**src/rtl/hs_bus_pkg.sv**
```systemverilog
package hs_bus_pkg;

  localparam int HS_ADDR_W = 16;
  localparam int HS_DATA_W = 8;
  localparam int HS_IDX_W  = 8;

  typedef enum logic [1:0] {
    ST_IDLE = 2'd0,
    ST_WAIT = 2'd1,
    ST_ACK  = 2'd2
  } hs_state_e;

  typedef struct packed {
    logic                 rnw;
    logic [HS_IDX_W-1:0]  idx;
    logic [HS_DATA_W-1:0] wdata;
  } hs_req_t;

endpackage

```
**src/rtl/hs_sync.sv**
```systemverilog
module hs_sync #(
  parameter int               WIDTH   = 1,
  parameter int               STAGES  = 2,
  parameter logic [WIDTH-1:0] RST_VAL = '0
) (
  input  logic             clk,
  input  logic             rst_n,
  input  logic [WIDTH-1:0] d,
  output logic [WIDTH-1:0] q
);

  logic [WIDTH-1:0] stg_q [STAGES];

  genvar g;
  generate
    for (g = 0; g < STAGES; g++) begin : g_stage
      if (g == 0) begin : g_first
        always_ff @(posedge clk or negedge rst_n) begin
          if (!rst_n) stg_q[0] <= RST_VAL;
          else        stg_q[0] <= d;
        end
      end else begin : g_next
        always_ff @(posedge clk or negedge rst_n) begin
          if (!rst_n) stg_q[g] <= RST_VAL;
          else        stg_q[g] <= stg_q[g-1];
        end
      end
    end
  endgenerate

  assign q = stg_q[STAGES-1];

endmodule

```
**src/rtl/hs_seq_fsm.sv**
```systemverilog
module hs_seq_fsm
  import hs_bus_pkg::*;
#(
  parameter int RESP_DELAY = 2
) (
  input  logic clk,
  input  logic rst_n,
  input  logic sel_sync,
  output logic done_n,
  output logic cap_en,
  output logic commit
);

  localparam int CNT_W = (RESP_DELAY < 1) ? 1 : $clog2(RESP_DELAY + 1);
  localparam logic [CNT_W-1:0] DELAY_C = CNT_W'(RESP_DELAY);

  hs_state_e        state_q, state_d;
  logic [CNT_W-1:0] cnt_q, cnt_d;
  logic             done_q, done_d;
  logic             cnt_en;

  // next-state logic
  always_comb begin
    state_d = state_q;
    cnt_d   = cnt_q;
    done_d  = done_q;
    cap_en  = 1'b0;
    commit  = 1'b0;
    unique case (state_q)
      ST_IDLE: begin
        done_d = 1'b1;
        if (!sel_sync) begin
          cap_en  = 1'b1;
          cnt_d   = '0;
          state_d = ST_WAIT;
        end
      end
      ST_WAIT: begin
        if (sel_sync) begin
          state_d = ST_IDLE;            // early release: abandon
        end else if (cnt_q == DELAY_C) begin
          commit  = 1'b1;
          done_d  = 1'b0;
          state_d = ST_ACK;
        end else begin
          cnt_d = cnt_q + 1'b1;
        end
      end
      ST_ACK: begin
        if (sel_sync) begin
          done_d  = 1'b1;
          state_d = ST_IDLE;
        end
      end
      default: begin
        done_d  = 1'b1;
        state_d = ST_IDLE;
      end
    endcase
  end

  assign cnt_en = (state_q != ST_ACK);

  // registers
  always_ff @(posedge clk or negedge rst_n) begin
    if (!rst_n) begin
      state_q <= ST_IDLE;
      done_q  <= 1'b1;
      cnt_q   <= '0;
    end else begin
      state_q <= state_d;
      done_q  <= done_d;
      if (cnt_en) cnt_q <= cnt_d;
    end
  end

  assign done_n = done_q;

endmodule

```
**src/rtl/hs_byte_store.sv**
```systemverilog
module hs_byte_store #(
  parameter int IDX_W  = 8,
  parameter int DATA_W = 8
) (
  input  logic              clk,
  input  logic              rst_n,
  input  logic              wr_en,
  input  logic              rd_en,
  input  logic [IDX_W-1:0]  idx,
  input  logic [DATA_W-1:0] wdata,
  output logic [DATA_W-1:0] rdata
);

  localparam int DEPTH = 1 << IDX_W;

  logic [DATA_W-1:0] mem_q [DEPTH];
  logic [DEPTH-1:0]  vld_q;
  logic [DATA_W-1:0] rd_word;
  logic [DATA_W-1:0] rdata_q;

  // storage array carries no reset; a valid bit per location masks stale content
  always_ff @(posedge clk) begin
    if (wr_en) mem_q[idx] <= wdata;
  end

  always_ff @(posedge clk or negedge rst_n) begin
    if (!rst_n)     vld_q      <= '0;
    else if (wr_en) vld_q[idx] <= 1'b1;
  end

  always_comb begin
    rd_word = vld_q[idx] ? mem_q[idx] : '0;
  end

  always_ff @(posedge clk or negedge rst_n) begin
    if (!rst_n)     rdata_q <= '0;
    else if (rd_en) rdata_q <= rd_word;
  end

  assign rdata = rdata_q;

endmodule

```
**src/rtl/hs_bus_target.sv**
```systemverilog
module hs_bus_target
  import hs_bus_pkg::*;
#(
  parameter int ADDR_W      = HS_ADDR_W,
  parameter int DATA_W      = HS_DATA_W,
  parameter int IDX_W       = HS_IDX_W,
  parameter int RESP_DELAY  = 2,
  parameter int SYNC_STAGES = 2
) (
  input  logic              clk,
  input  logic              rst_n,
  input  logic              bus_sel_n,
  input  logic              bus_rnw,
  input  logic [ADDR_W-1:0] bus_addr,
  input  logic [DATA_W-1:0] bus_wdata,
  output logic              bus_done_n,
  output logic [DATA_W-1:0] bus_rdata
);

  logic    rst_sync_n;
  logic    sel_sync;
  logic    cap_en;
  logic    commit;
  logic    wr_commit;
  logic    rd_commit;
  hs_req_t req_q;
  logic    unused_addr_hi;

  // reset: asserted at once, released on the clock
  hs_sync #(.WIDTH(1), .STAGES(2), .RST_VAL(1'b0)) u_rst_sync (
    .clk   (clk),
    .rst_n (rst_n),
    .d     (1'b1),
    .q     (rst_sync_n)
  );

  hs_sync #(.WIDTH(1), .STAGES(SYNC_STAGES), .RST_VAL(1'b1)) u_sel_sync (
    .clk   (clk),
    .rst_n (rst_sync_n),
    .d     (bus_sel_n),
    .q     (sel_sync)
  );

  hs_seq_fsm #(.RESP_DELAY(RESP_DELAY)) u_fsm (
    .clk      (clk),
    .rst_n    (rst_sync_n),
    .sel_sync (sel_sync),
    .done_n   (bus_done_n),
    .cap_en   (cap_en),
    .commit   (commit)
  );

  // bus lines are sampled only once synchronised select is low
  always_ff @(posedge clk or negedge rst_sync_n) begin
    if (!rst_sync_n) begin
      req_q <= '0;
    end else if (cap_en) begin
      req_q.rnw   <= bus_rnw;
      req_q.idx   <= bus_addr[IDX_W-1:0];
      req_q.wdata <= bus_wdata;
    end
  end

  assign wr_commit      = commit & ~req_q.rnw;
  assign rd_commit      = commit &  req_q.rnw;
  assign unused_addr_hi = ^bus_addr[ADDR_W-1:IDX_W];

  hs_byte_store #(.IDX_W(IDX_W), .DATA_W(DATA_W)) u_store (
    .clk   (clk),
    .rst_n (rst_sync_n),
    .wr_en (wr_commit),
    .rd_en (rd_commit),
    .idx   (req_q.idx),
    .wdata (req_q.wdata),
    .rdata (bus_rdata)
  );

endmodule

```
**config.mk**
```make
export PLATFORM = sky130hd
export DESIGN_NAME = hs_bus_target
export DESIGN_NICKNAME = d
export VERILOG_FILES = /design/src/rtl/hs_bus_pkg.sv /design/src/rtl/hs_sync.sv /design/src/rtl/hs_seq_fsm.sv /design/src/rtl/hs_byte_store.sv /design/src/rtl/hs_bus_target.sv
export SDC_FILE = /design/constraint.sdc
export NUM_CORES = 2
export LEC_CHECK = 0
export BUFFER_PORTS_ARGS = -buffer_cell sky130_fd_sc_hd__clkbuf_2
export CORE_ASPECT_RATIO = 2
export CORE_MARGIN = 2
export CORE_UTILIZATION = 30
export CTS_BUF_LIST = sky130_fd_sc_hd__clkbuf_8
export CTS_CLUSTER_DIAMETER = 150
export DETAILED_ROUTE_END_ITERATION = 16
export GPL_TIMING_DRIVEN = 0
export PLACE_DENSITY = 0.53
export SYNTH_ARGS = -nofsm -noshare
export SYNTH_HDL_FRONTEND = slang
export SYNTH_SLANG_ARGS = --single-unit
```
**constraint.sdc**
```tcl
create_clock -name clk -period 22.2 [get_ports clk]
set_clock_uncertainty 0.05 [all_clocks]
set_input_delay 2.22 -clock clk [delete_from_list [all_inputs] [get_ports clk]]
set_output_delay 2.22 -clock clk [all_outputs]
set_load 0.01 [all_outputs]
```
==> reports/qor.txt <==
Top FF cell, synth - edfxtp_1
Slew Viols, Final - 9
f_max - 0.134 GHz
final cell count without fillers - 8991
wirelength, routed - 402000 um
Die W - 391 um
clk sinks - 2338
Core Rows - 284
Ports - 37
Seq pwr share - 41.4%
Setup WS post-layout - 14.74 ns
Leakage - 34.4 nW
initial antenna violation count - 23
clk_lat worst skew - 1.05 ns
Final TNS setup - 0 ns
Seq/Total Area, Yosys - 76.4%
pre-CTS worst setup slack - 15.24 ns
fill count - 27927
CP Launch Type - register
asr flop ratio synth - 12.4%
Sw Share - 38.1%
Routed Antenna Nets - 0
Netlist cell types - 51
unrepaired setup endpoints after global routing - false
via count - 50640
Fin. Hold Viols - 0
fin crit share - 33.6%
Die Height - 779 um
core area - 299000 sq um
Hold Path Class - reg -> async
Final #Nets - 4731
Max Cap Viol - 2
Final Critical Period - 7.46 ns
EDFF count, synth - 2048
CP required - 22.77 ns
Synth Area in Compound Gates - 2.85%
Cell Area, Synth - 90000 sq um
clock transition at the registers of the reported paths - 0.07 ns
Max VDD drop - 0.0717 mV
gr usage total - 26.2%
WP data arrival - 8.03 ns
PD cells - 123 nW/um^2
gp weighted congestion - 1.03
Mean Syn Cell Area - 21.1 sq um
vias in the first global route - 50768
share of layout cells above drive strength 1 - 33.2%
Synth Net Count - 4303
status - finished, violations left
most common cell after layout, fill and taps aside - edfxtp_1
xor/xnor share of the synthesized area - 0%
failing checks - max-capacitance violations, max-slew violations
Ys Warns - 0
Gate power share - 32.1%
initial DRC count - 6621
post-synthesis adder-cell area fraction - 0.0139%
CTS max path bufs - 4
Syn Inst Count - 4274
main combinational cell family by area after synthesis - multiplexers
CTS tree - built
largest net degree at the start of global routing - 93
NetSw - 4.84 mW
TritonRoute pass-1 iters - 5
simple-gate share of the synthesized area - 3.62%
final setup violation count - 0
post-CTS setup buffers - 0
Setup CP Type - reg -> reg
mux cell area share after synthesis - 15.6%
internal cell power - 7.87 mW
Critical-path top delay cell - nand3_1
root buffer cell - clkbuf_8
Port Buffers - 28
Final Util - 34.6%
FF-to-FF path depth - 11
initial core utilization - 30.1%
P&R area growth vs syn - 14.9%
Slew @ Worst Pin - 1.57 ns
# DRC - 0
post-DR vias/cell - 5.63
FF-to-FF Start - req_q[9]
relative slew slack - -5.31%
most frequent cells in the layout - edfxtp_1, mux4_2, clkbuf_8, dfrtp_1, nor2_1
clock share of power - 26.5%
CTS resizes - 0
CP max stage delay - 1.17 ns
wire per inst - 44.7 um
cell count after placement - 8386
reg2reg end - u_store.mem_q[151][7]
Overflow after GRT - 0
crit path capture type - register
HPWL Detailed - 280000 um
DIE AREA - 305000 sq um
Most common cell on crit path - buf_2
H-tree depth - 5
Num CTS Buffers - 317
worst path cell trace - buf_2, buf_6, buf_4, buf_2, buf_2, buf_2, buf_2, nand3_1, clkbuf_2, buf_12, nor2_1
worst-path fanout max - 10
register bit count reported by yosys - 2338
hold buffer count at CTS - 0
first-pass GRT wire length - 514000 um
Worst R2R Setup Slack - 14.74 ns
-- power groups by stage --
| stage | registers [mW] | logic, mW | clock network, mW |
|---|---|---|---|
| 2_1_floorplan | 5.58 | 1.39 | 0 |
| 3_3_place_gp | 5.92 | 3.36 | 0 |
| 3_5_place_dp | 5.36 | 3.95 | 0 |
| 4_1_cts | 5.26 | 3.96 | 3.38 |
| 5_1_grt | 5.27 | 3.95 | 3.53 |
| 6_report | 5.27 | 4.08 | 3.36 |
-- flip-flops by register name, summed over array words and instances (netlist names), 2 cells and up --
name           flops
u_store.vld_q    256
u_fsm.cnt_q        2
u_store.rdata      8
u_fsm.state_q      2
u_store.mem_q   2048
req_q             17
-- worst max-delay path, delay by kind of cell, from the launching register on --
family | cells | cell delay, ns
flops | 1 | 0.32
simple gates | 2 | 2.05
buf+inv | 9 | 4.44
-- synthesized netlist by cell type, drive strengths merged, types with 12 or more instances --
cell    number  share of area [%]
o41ai       17               0.17
or2        258                1.8
o21ai       21               0.12
a22oi      178                1.5
dfrtp      287                8.0
nand3       20               0.11
mux2i       31               0.34
nor2       281                1.2
a221oi      12               0.12
mux2        17               0.21
edfxtp    2048                 68
a22o        12               0.12
a21oi       91               0.51
buf        140                1.1
nand2       63               0.26
clkbuf     104               0.43
mux4       603                 15
-- logic make-up (layout without fill, tap and decap cells) --
kind of cell             count (synthesis)  count (layout)
flip-flops                            2338            2338
AND/OR/NAND/NOR                        661             661
multiplexers                           651             651
AO/OA/AOI/OAI                          372             372
buffers and inverters                  250             929
adder cells (fa/ha/maj)                  1               1
other                                    1              35
-- per-stage QoR --
| stage | cell area, sq um | hold WS, ns | total power [mW] |
|---|---|---|---|
| 2_1_floorplan | 90000 | 0.281 | 6.97 |
| 3_3_place_gp | 95200 | 0.287 | 9.28 |
| 3_5_place_dp | 97200 | 0.230 | 9.31 |
| 4_1_cts | 103000 | 0.231 | 12.6 |
| 5_1_grt | 103000 | 0.252 | 12.7 |
| 6_report | 103000 | 0.211 | 12.7 |
-- how the worst max path moves through the flow --
stage / startpoint / to / slack [ns]
finish: req_q[9] / u_store.mem_q[151][7] / 14.74
global route: req_q[9] / u_store.mem_q[147][0] / 15.04
CTS: req_q[9] / u_store.mem_q[147][7] / 15.24
detailed placement: req_q[9] / u_store.mem_q[147][5] / 15.24
global placement: u_rst_sync.q / u_store.vld_q[22] / 7.86
floorplan: u_rst_sync.q / req_q[0] / 13.47
-- layer usage --
layer | global-route usage, % | share of wire [%] | vias up
met3 | 4.91 | 7.1 | 1275
met2 | 44.7 | 50 | 3477
met4 | 28.5 | 13 | 6
li1 | - | - | 18475
met1 | 25.4 | 30 | 27407
met5 | 0 | 0.010 | -
-- layout make-up --
type | instances | area, sq um | share of cell area (%)
Sequential cell | 2338 | 68800 | 66.5
Tap cell | 4004 | 5010 | 4.84
Clock inverter | 214 | 1280 | 1.24
Antenna cell | 34 | 85.1 | 0.0822
Timing Repair Buffer | 109 | 1970 | 1.90
Clock buffer | 356 | 4900 | 4.73
Multi-Input combinational cell | 1686 | 20000 | 19.3
Inverter | 6 | 22.5 | 0.0218
Buffer | 244 | 1440 | 1.40
Note: power is estimated with default switching activity, not from simulation.
